===== config.mk =====
export PLATFORM = sky130hd
export DESIGN_NAME = mac_tx_pacer
export DESIGN_NICKNAME = d
export VERILOG_FILES = /design/src/rtl/mtp_pkg.sv /design/src/rtl/mtp_code_map.sv /design/src/rtl/mtp_gap_timer.sv /design/src/rtl/mtp_crs_monitor.sv /design/src/rtl/mac_tx_pacer.sv
export SDC_FILE = /design/constraint.sdc
export NUM_CORES = 1
export LEC_CHECK = 0
export BUFFER_PORTS_ARGS = -buffer_cell sky130_fd_sc_hd__buf_4
export CAP_MARGIN = 10
export CORE_MARGIN = 4
export CORE_UTILIZATION = 45
export DETAILED_ROUTE_END_ITERATION = 8
export HOLD_SLACK_MARGIN = 0.08
export PLACE_DENSITY = 0.67
export SLEW_MARGIN = 40
export SYNTH_ARGS = -nofsm -noshare
export SYNTH_HDL_FRONTEND = slang
export SYNTH_SLANG_ARGS = --single-unit
export TNS_END_PERCENT = 5

===== constraint.sdc =====
create_clock -name clk -period 1.84 [get_ports clk]
set_input_delay 0.46 -clock clk [delete_from_list [all_inputs] [get_ports clk]]
set_output_delay 0.46 -clock clk [all_outputs]
set_load 0.01 [all_outputs]

===== src/rtl/mtp_pkg.sv =====
package mtp_pkg;
  typedef enum logic [1:0] {
    ST_IDLE = 2'd0,
    ST_BUSY = 2'd1,
    ST_GAP  = 2'd2
  } mtp_state_e;
endpackage


===== src/rtl/mtp_code_map.sv =====
// Turns the gap code into a strobe count, clamping in half duplex.
module mtp_code_map #(
  parameter int CODE_W       = 3,
  parameter int BASE_BITS    = 96,
  parameter int STEP_BITS    = 8,
  parameter int BITS_PER_STB = 4,
  parameter int HD_MAX_CODE  = 4,
  parameter int CNT_W        = 5
) (
  input  logic [CODE_W-1:0] code,
  input  logic              half_duplex,
  output logic [CNT_W-1:0]  gap_strobes
);
  logic [CODE_W-1:0] eff_code;

  always_comb begin
    eff_code = code;
    if (half_duplex && (code > CODE_W'(HD_MAX_CODE)))
      eff_code = CODE_W'(HD_MAX_CODE);
    gap_strobes = CNT_W'((BASE_BITS - STEP_BITS * int'(eff_code)) / BITS_PER_STB);
  end
endmodule


===== src/rtl/mtp_gap_timer.sv =====
// Restarts the nibble divider on start and counts strobes up to the target.
module mtp_gap_timer #(
  parameter int DIV_SLOW = 40,
  parameter int DIV_FAST = 4,
  parameter int CNT_W    = 5
) (
  input  logic             clk,
  input  logic             rst_n,
  input  logic             start,
  input  logic             speed_fast,
  input  logic [CNT_W-1:0] target,
  output logic             elapsed
);
  localparam int DIV_MAX = (DIV_SLOW > DIV_FAST) ? DIV_SLOW : DIV_FAST;
  localparam int DIV_W   = $clog2(DIV_MAX + 1);

  logic             run_q;
  logic [DIV_W-1:0] div_lim_q;
  logic [DIV_W-1:0] div_cnt_q;
  logic [CNT_W-1:0] stb_cnt_q;
  logic [CNT_W-1:0] tgt_q;
  logic             tick;

  assign tick    = run_q && (div_cnt_q == (div_lim_q - 1'b1));
  assign elapsed = tick && (stb_cnt_q == (tgt_q - 1'b1));

  always_ff @(posedge clk or negedge rst_n) begin
    if (!rst_n) begin
      run_q     <= 1'b0;
      div_lim_q <= DIV_W'(DIV_SLOW);
      div_cnt_q <= '0;
      stb_cnt_q <= '0;
      tgt_q     <= '0;
    end else if (start) begin
      run_q     <= 1'b1;
      div_lim_q <= speed_fast ? DIV_W'(DIV_FAST) : DIV_W'(DIV_SLOW);
      div_cnt_q <= '0;
      stb_cnt_q <= '0;
      tgt_q     <= target;
    end else if (run_q) begin
      if (tick) begin
        div_cnt_q <= '0;
        if (elapsed) run_q <= 1'b0;
        else         stb_cnt_q <= stb_cnt_q + 1'b1;
      end else begin
        div_cnt_q <= div_cnt_q + 1'b1;
      end
    end
  end
endmodule


===== src/rtl/mtp_crs_monitor.sv =====
// Tracks carrier sense across one frame; reports at the end, aborts on loss.
module mtp_crs_monitor (
  input  logic clk,
  input  logic rst_n,
  input  logic frame_start,
  input  logic in_frame,
  input  logic frame_end,
  input  logic check_en,
  input  logic abort_en,
  input  logic crs,
  output logic err_no_crs,
  output logic err_lost,
  output logic abort
);
  logic chk_q, seen_q, lost_q;
  logic body;

  assign body = in_frame && !frame_end;

  always_ff @(posedge clk or negedge rst_n) begin
    if (!rst_n) begin
      chk_q  <= 1'b0;
      seen_q <= 1'b0;
      lost_q <= 1'b0;
    end else if (frame_start) begin
      chk_q  <= check_en;
      seen_q <= 1'b0;
      lost_q <= 1'b0;
    end else if (body) begin
      if (crs)            seen_q <= 1'b1;
      if (seen_q && !crs) lost_q <= 1'b1;
    end
  end

  always_ff @(posedge clk or negedge rst_n) begin
    if (!rst_n) begin
      err_no_crs <= 1'b0;
      err_lost   <= 1'b0;
      abort      <= 1'b0;
    end else begin
      err_no_crs <= frame_end && chk_q && !(seen_q || crs);
      err_lost   <= frame_end && chk_q && lost_q;
      abort      <= body && chk_q && abort_en && seen_q && !crs && !lost_q;
    end
  end
endmodule


===== src/rtl/mac_tx_pacer.sv =====
module mac_tx_pacer #(
  parameter int CODE_W       = 3,
  parameter int DIV_SLOW     = 40,
  parameter int DIV_FAST     = 4,
  parameter int BASE_BITS    = 96,
  parameter int STEP_BITS    = 8,
  parameter int BITS_PER_STB = 4,
  parameter int HD_MAX_CODE  = 4
) (
  input  logic              clk,
  input  logic              rst_n,
  input  logic [CODE_W-1:0] cfg_gap_code,
  input  logic              cfg_speed_100,
  input  logic              cfg_half_duplex,
  input  logic              cfg_crs_ignore,
  input  logic              cfg_abort_en,
  input  logic              tx_req_valid,
  output logic              tx_permit,
  input  logic              tx_done,
  input  logic              crs,
  output logic              err_no_crs,
  output logic              err_crs_lost,
  output logic              tx_abort
);
  import mtp_pkg::*;

  localparam int CNT_W = $clog2(BASE_BITS / BITS_PER_STB + 1);

  mtp_state_e       st_q, st_d;
  logic             accept, done_acc, gap_elapsed;
  logic [CNT_W-1:0] gap_strobes;

  assign tx_permit = (st_q == ST_IDLE);
  assign accept    = tx_req_valid && tx_permit;
  assign done_acc  = tx_done && (st_q == ST_BUSY);

  always_comb begin
    st_d = st_q;
    case (st_q)
      ST_IDLE: if (accept)      st_d = ST_BUSY;
      ST_BUSY: if (tx_done)     st_d = ST_GAP;
      ST_GAP:  if (gap_elapsed) st_d = ST_IDLE;
      default:                  st_d = ST_IDLE;
    endcase
  end

  always_ff @(posedge clk or negedge rst_n) begin
    if (!rst_n) st_q <= ST_IDLE;
    else        st_q <= st_d;
  end

  mtp_code_map #(
    .CODE_W(CODE_W), .BASE_BITS(BASE_BITS), .STEP_BITS(STEP_BITS),
    .BITS_PER_STB(BITS_PER_STB), .HD_MAX_CODE(HD_MAX_CODE), .CNT_W(CNT_W)
  ) u_map (
    .code(cfg_gap_code),
    .half_duplex(cfg_half_duplex),
    .gap_strobes(gap_strobes)
  );

  mtp_gap_timer #(
    .DIV_SLOW(DIV_SLOW), .DIV_FAST(DIV_FAST), .CNT_W(CNT_W)
  ) u_timer (
    .clk(clk),
    .rst_n(rst_n),
    .start(done_acc),
    .speed_fast(cfg_speed_100),
    .target(gap_strobes),
    .elapsed(gap_elapsed)
  );

  mtp_crs_monitor u_crs (
    .clk(clk),
    .rst_n(rst_n),
    .frame_start(accept),
    .in_frame(st_q == ST_BUSY),
    .frame_end(done_acc),
    .check_en(cfg_half_duplex && !cfg_crs_ignore),
    .abort_en(cfg_abort_en),
    .crs(crs),
    .err_no_crs(err_no_crs),
    .err_lost(err_crs_lost),
    .abort(tx_abort)
  );
endmodule


==> metrics.md, run 1 <==
| Metric | Value |
|---|---|
| Via count | 1041 |
| Reg2Reg Depth | 7 |
| FF-to-FF Start | u_timer.div_lim_q[3] |
| CP Class | reg2reg |
| Worst EP required | 2.10 ns |
| Placed cells | 181 |
| Stages on the worst setup path | 7 |
| Crit path DAT | 2.16 ns |
| Clock Tree Root | clkbuf_4 |
| First DRT Iteration DRCs | 48 |
| Layout cell share with drive strength beyond 1 | 0.206 |
| Antenna Nets Post-Route | 0 |
| Full die area | 3910 um^2 |
| Synthesized net count | 153 |
| ANT cells | 0 |
| CP endpoint kind | register |
| Crit path to | u_timer.stb_cnt_q[4] |
| Dpl ws | -0.175 ns |
| Final slew viol count | 0 |
| Register bit total from synthesis | 26 |
| Vias per inst | 5.60 |
| Max_cap viols | 0 |
| WP buf/inv | 1 |
| Drt drc | 0 |
| Initial core utilization | 0.476 |
| CP max stage delay | 0.57 ns |
| Drt pass-1 iters | 4 |
| CP max stage cell | dfstp_2 |
| Top cells by area, synth | dfrtp_1, ha_1, xnor2_1 |
| Num CTS Buffers | 3 |
| Failing checks | setup timing |
| Avg Inst Size Synth | 9.90 um^2 |
| Power, Total | 2130 uW |
| Setup crit start kind | register |
| Maximum clock rate | 0.526 GHz |
| Synth cell types | 34 |
| Insertion delay to the later sink of the worst-skew pair | 0.33 ns |
| Cell taking the most area after synthesis | dfrtp_1 |
| Routed WL | 2480 um |
| First-pass GRT wire length | 4720 um |
| Reg2reg end | u_timer.stb_cnt_q[4] |
| Leakage | 0.000727 uW |
| Max H-tree Level | 1 |
| RSZ-0062 raised after global routing | true |
| Clock Sinks | 26 |
| Post-route cell area | 1600 um^2 |
| Grt total ovfl | 0 |
| Row cnt | 19 |
| Yosys top cell area share | 0.468 |
| Final Instance Count excl. Fillers | 186 |
| Min-delay src | cfg_speed_100 |
| Mapped Area | 1340 um^2 |
| Post-Synthesis Cells | 135 |
| Routed WL per cell | 13.3 um |
| Slew headroom | 0.638 |
| DPL Wire Length | 1870 um |
| Worst VDD drop | 0.537 mV |
| Die Width | 62.5 um |
| Fin crit period | 1.90 ns |
| Worst Path Max Fanout | 4 |
| Worst Max-Slew Pin Slew | 0.542 ns |
| Layout Skew | 0.00562 ns |
| Hold Path Class | in2reg |
| Crit. Startpoint | u_timer.div_lim_q[3] |
| PwrDens | 1340 nW/um^2 |
| Final Hold Vio Count | 0 |
| Cell breakdown of the critical path | inv_2 -> ha_2 -> xnor2_1 -> nor3_2 -> nand4_1 -> or4_1 -> a21oi_1 |
| Reg2reg setup slack | -0.06 ns |
| RD Place Congestion | 0.846 |
| Vias in the first global route | 1066 |
| Largest net degree at the start of global routing | 27 |
| Yosys warns | 0 |
| Final Cycle Share | 1.03 |
| Final setup violation count | 2 |
| CTS tree | built |
| CP top delay family | simple AND/OR/NAND/NOR gates |
| Final worst slack | -0.0605 ns |
| Core box area | 2810 um^2 |
| Die Height | 62.5 um |
| Area delta synth->final | 19.5% |
| Post-DP Area | 1510 um^2 |
| Setup TNS | -0.112 ns |
| Ports | 16 |
| Commonest non-fill, non-tap cell in the layout | dfrtp_1 |
| Commonest non-fill, non-tap cells in the layout | dfrtp_1, buf_4, nor2_1, nand2_1, o21ai_0 |
| Clock Path Buffers | 2 |
| I/O Buffers | 15 |
| Outcome | finished with violations |
| Total GRT Usage | 0.148 |
| Register area share after synthesis | 0.488 |
| Initial antenna violation count | 0 |
| Clock-pin slew on the worst setup and hold paths | 0.14 ns |
| Nets | 174 |
-- repair_timing --
item                       4_1_cts  5_1_grt
setup endpoints to repair       10       13
hold buffers                     1        0
hold endpoints to repair        25        0
buffers inserted                 0        0
resized for setup                2        3
pin swaps                        3        0
-- worst min path at each step --
stage / to / slack (ns) / cells after the start
3_5_place_dp: u_timer.div_lim_q[2] / 0.39 / 1
3_3_place_gp: u_timer.div_lim_q[2] / 0.39 / 1
5_1_grt: u_timer.div_lim_q[3] / 0.25 / 2
6_report: u_timer.div_lim_q[3] / 0.26 / 2
4_1_cts: u_timer.div_lim_q[3] / 0.25 / 2
2_1_floorplan: st_q[0] / 0.16 / 0
-- report_power, final --
part           total [uW]  switching (uW)  internal (uW)  leakage (uW)
clock                 396             175            220     0.0000279
sequential            921             172            748      0.000333
combinational         815             426            389      0.000366
-- state kept, by name, indices dropped and copies added (netlist names), 2 cells and up --
register / flops
st_q: 2
u_timer.div_cnt_q: 6
u_timer.stb_cnt_q: 5
u_timer.div_lim_q: 2
u_timer.tgt_q: 4
-- routing by layer --
metal / track usage / vias up / share of wire
li1: - / 524 / -
met1: 0.187 / 504 / 0.48
met3: 0.0342 / 4 / 0.027
met4: 0.0579 / 0 / 0.014
met2: 0.245 / 9 / 0.48
met5: 0 / - / 0
-- worst reg2reg max path, delay by kind of cell, from the launching register on --
family | cells | cell delay, ns
fa+ha+maj | 1 | 0.17
flops | 1 | 0.57
buf+inv | 1 | 0.05
compound gates | 1 | 0.14
xor+xnor | 1 | 0.13
simple gates | 3 | 0.79
-- cells in the mapped netlist --
cell	instances
a31oi_1	1
o21ai_0	10
clkbuf_1	3
o31ai_1	3
nand3_1	5
o2111ai_1	4
a22oi_1	1
xor2_1	8
o21a_1	1
and3_1	1
buf_4	1
nand4_1	1
a21oi_1	7
nand2_1	12
buf_2	1
nor2_1	12
inv_1	6
dfrtp_1	25
a211oi_1	1
or4_1	2
nand4b_1	1
o211ai_1	1
nor3_1	4
nand3b_1	1
or3_1	1
and3b_1	1
and4_1	1
a41o_1	1
nor3_2	1
dfstp_2	1
ha_1	6
nand2b_1	2
o41ai_1	1
xnor2_1	8
-- cell type report --
| cell class | count | area, um^2 |
|---|---|---|
| multi-input combinational | 98 | 671 |
| inverter | 6 | 22.5 |
| clock inverter | 1 | 30.0 |
| timing repair buffer | 21 | 160 |
| fill | 259 | 1210 |
| sequential | 26 | 652 |
| tap | 31 | 38.8 |
| clock buffer | 3 | 22.5 |
-- through the flow --
| step | utilization | hold WS (ns) |
|---|---|---|
| 2_1_floorplan | - | 0.164 |
| 3_3_place_gp | 0.540 | 0.386 |
| 3_5_place_dp | 0.540 | 0.388 |
| 4_1_cts | 0.565 | 0.253 |
| 5_1_grt | 0.569 | 0.247 |
| 6_report | 0.569 | 0.259 |
-- cell families after synthesis --
kind of cell	count (synthesis)	synth area share
DFF	26	0.488
adders and majority gates	6	0.0562
AOI/OAI and AO/OA	31	0.148
and+or+nand+nor	45	0.169
buffers and inverters	11	0.0346
xor gates and xnor gates	16	0.105
Note: power is estimated with default switching activity, not from simulation.
==> run 2: changes to the inputs <==
--- a/config.mk
+++ b/config.mk
@@ -11,6 +11,7 @@
 export CORE_UTILIZATION = 45
 export DETAILED_ROUTE_END_ITERATION = 8
 export HOLD_SLACK_MARGIN = 0.08
+export MAX_ROUTING_LAYER = met4
 export PLACE_DENSITY = 0.67
 export SLEW_MARGIN = 40
 export SYNTH_ARGS = -nofsm -noshare
==> metrics.md, run 2 (synthesis results as in run 1) <==
| Metric | Value |
|---|---|
| Fin crit period | 1.90 ns |
| Layout Skew | 0.00561 ns |
| First DRT Iteration DRCs | 48 |
| Via count | 1041 |
| Row cnt | 19 |
| Worst EP required | 2.10 ns |
| RD Place Congestion | 0.860 |
| CP Class | reg2reg |
| GRT met1 Usage | 0.188 |
| Stages on the worst setup path | 7 |
| Comb pwr share | 0.382 |
| Met2 Resource Use GR | 0.245 |
| Final setup violation count | 2 |
| Outcome | finished with violations |
| Post-DP Area | 1510 um^2 |
| FF-to-FF Start | u_timer.div_lim_q[3] |
| Commonest non-fill, non-tap cell in the layout | dfrtp_1 |
| GRT Max-Usage Layer | met2 |
| Setup crit start kind | register |
| Clock share of power | 0.186 |
| Power, Total | 2130 uW |
| Initial core utilization | 0.476 |
| Grt total ovfl | 0 |
| Routed WL per cell | 13.3 um |
| DPL Wire Length | 1870 um |
| WP buf/inv | 1 |
| Dpl ws | -0.175 ns |
| Routed WL | 2480 um |
| Top flop regs | u_timer.div_cnt_q: 6 flops, u_timer.stb_cnt_q: 5 flops, u_timer.tgt_q: 4 flops |
| Die Width | 62.5 um |
| Insertion delay to the later sink of the worst-skew pair | 0.33 ns |
| RSZ-0062 raised after global routing | true |
| First-pass GRT wire length | 4720 um |
| Largest net degree at the start of global routing | 27 |
| Core box area | 2810 um^2 |
| Commonest non-fill, non-tap cells in the layout | dfrtp_1, buf_4, nor2_1, nand2_1, o21ai_0 |
| Clock-pin slew on the worst setup and hold paths | 0.14 ns |
| Nets | 174 |
| ANT cells | 0 |
| Crit path DAT | 2.16 ns |
| Final Hold Vio Count | 0 |
| Area delta synth->final | 19.5% |
| Biggest register | u_timer.div_cnt_q |
| Setup TNS | -0.112 ns |
| Reg power frac | 0.432 |
| Largest register FFs | 6 |
| Int Pwr | 1360 uW |
| Leakage | 0.000727 uW |
| Vias in the first global route | 1066 |
| Worst Max-Slew Pin Slew | 0.542 ns |
| Final slew viol count | 0 |
| Cell breakdown of the critical path | inv_2 -> ha_2 -> xnor2_1 -> nor3_2 -> nand4_1 -> or4_1 -> a21oi_1 |
| Ports | 16 |
| CP max stage delay | 0.57 ns |
| Initial antenna violation count | 0 |
| Num CTS Buffers | 3 |
| Drt pass-1 iters | 4 |
| Clock Tree Root | clkbuf_4 |
| Hold Path Class | in2reg |
| I/O Buffers | 15 |
| PwrDens | 1330 nW/um^2 |
| Layout cell share with drive strength beyond 1 | 0.206 |
| Reg2reg end | u_timer.stb_cnt_q[4] |
| P_sw | 773 uW |
| Antenna Nets Post-Route | 0 |
| Slew headroom | 0.638 |
| Hold Path Depth | 2 |
| Min-Delay Endpoint | u_timer.div_lim_q[3] |
| Switching share of power | 0.363 |
| Vias per inst | 5.60 |
| Maximum clock rate | 0.526 GHz |
| Drt drc | 0 |
| CP max stage cell | dfstp_2 |
| Total GRT Usage | 0.152 |
| Failing checks | setup timing |
| Reg2Reg Depth | 7 |
| Max H-tree Level | 1 |
| Final core utilization | 0.569 |
| Reg2reg setup slack | -0.06 ns |
| Worst VDD drop | 0.537 mV |
| Final Cycle Share | 1.03 |
| Worst Path Max Fanout | 4 |
| Full die area | 3910 um^2 |
| Die Height | 62.5 um |
| CTS tree | built |
| Final worst slack | -0.0605 ns |
| Met3 usage | 0.0324 |
| CP top delay family | simple AND/OR/NAND/NOR gates |
| CP endpoint kind | register |
| Post-route cell area | 1600 um^2 |
| Max_cap viols | 0 |
| Clock Path Buffers | 2 |
| Min-delay src | cfg_speed_100 |
| Clock Sinks | 26 |
## run 2: cell counts in the layout (fill, tap and decap cells not counted)
Identical to the previous run, type by type.
## run 2: metrics by stage
step	instances	hold WS, ns
3_5_place_dp	181	0.388
6_report	186	0.259
3_3_place_gp	181	0.386
5_1_grt	186	0.247
4_1_cts	186	0.253
2_1_floorplan	135	0.164
## run 2: timing repair
| item | in CTS | in global routing |
|---|---|---|
| endpoints found under the setup margin | 10 | 13 |
| hold buffers | 1 | 0 |
| pin swaps | 3 | 0 |
| endpoints found under the hold margin | 25 | 0 |
| setup buffers | 0 | 0 |
| resized for setup | 2 | 3 |
## run 2: how the worst max path moves through the flow
stage	slack (ns)	endpoint	start
floorplan	-0.07	u_timer.stb_cnt_q[4]	u_timer.div_lim_q[3]
global placement	-0.09	u_timer.stb_cnt_q[3]	u_timer.div_lim_q[3]
detailed placement	-0.17	u_timer.stb_cnt_q[3]	u_timer.div_lim_q[3]
CTS	-0.08	u_timer.stb_cnt_q[4]	u_timer.div_lim_q[3]
global route	-0.29	u_timer.stb_cnt_q[3]	u_timer.div_lim_q[3]
finish	-0.06	u_timer.stb_cnt_q[4]	u_timer.div_lim_q[3]
## run 2: layout make-up
class | instances | area [um^2]
clock buffers | 3 | 22.5
clock inverters | 1 | 30.0
fillers | 259 | 1210
inverters | 6 | 22.5
multi-input cells | 98 | 671
flip-flops and latches | 26 | 652
well taps | 31 | 38.8
repair buffers | 21 | 160
## run 2: routing by layer
| layer | vias up | share of wire |
|---|---|---|
| li1 | 524 | - |
| met1 | 504 | 0.48 |
| met2 | 9 | 0.48 |
| met3 | 4 | 0.024 |
| met4 | 0 | 0.014 |
| met5 | - | 0 |
## run 2: power by group through the flow
stage,sequential (uW),clock (uW),combinational [uW]
after floorplan,886,0,608
after global placement,923,0,767
final,921,396,815
after global routing,948,434,955
after CTS,919,408,814
after detailed placement,930,0,800
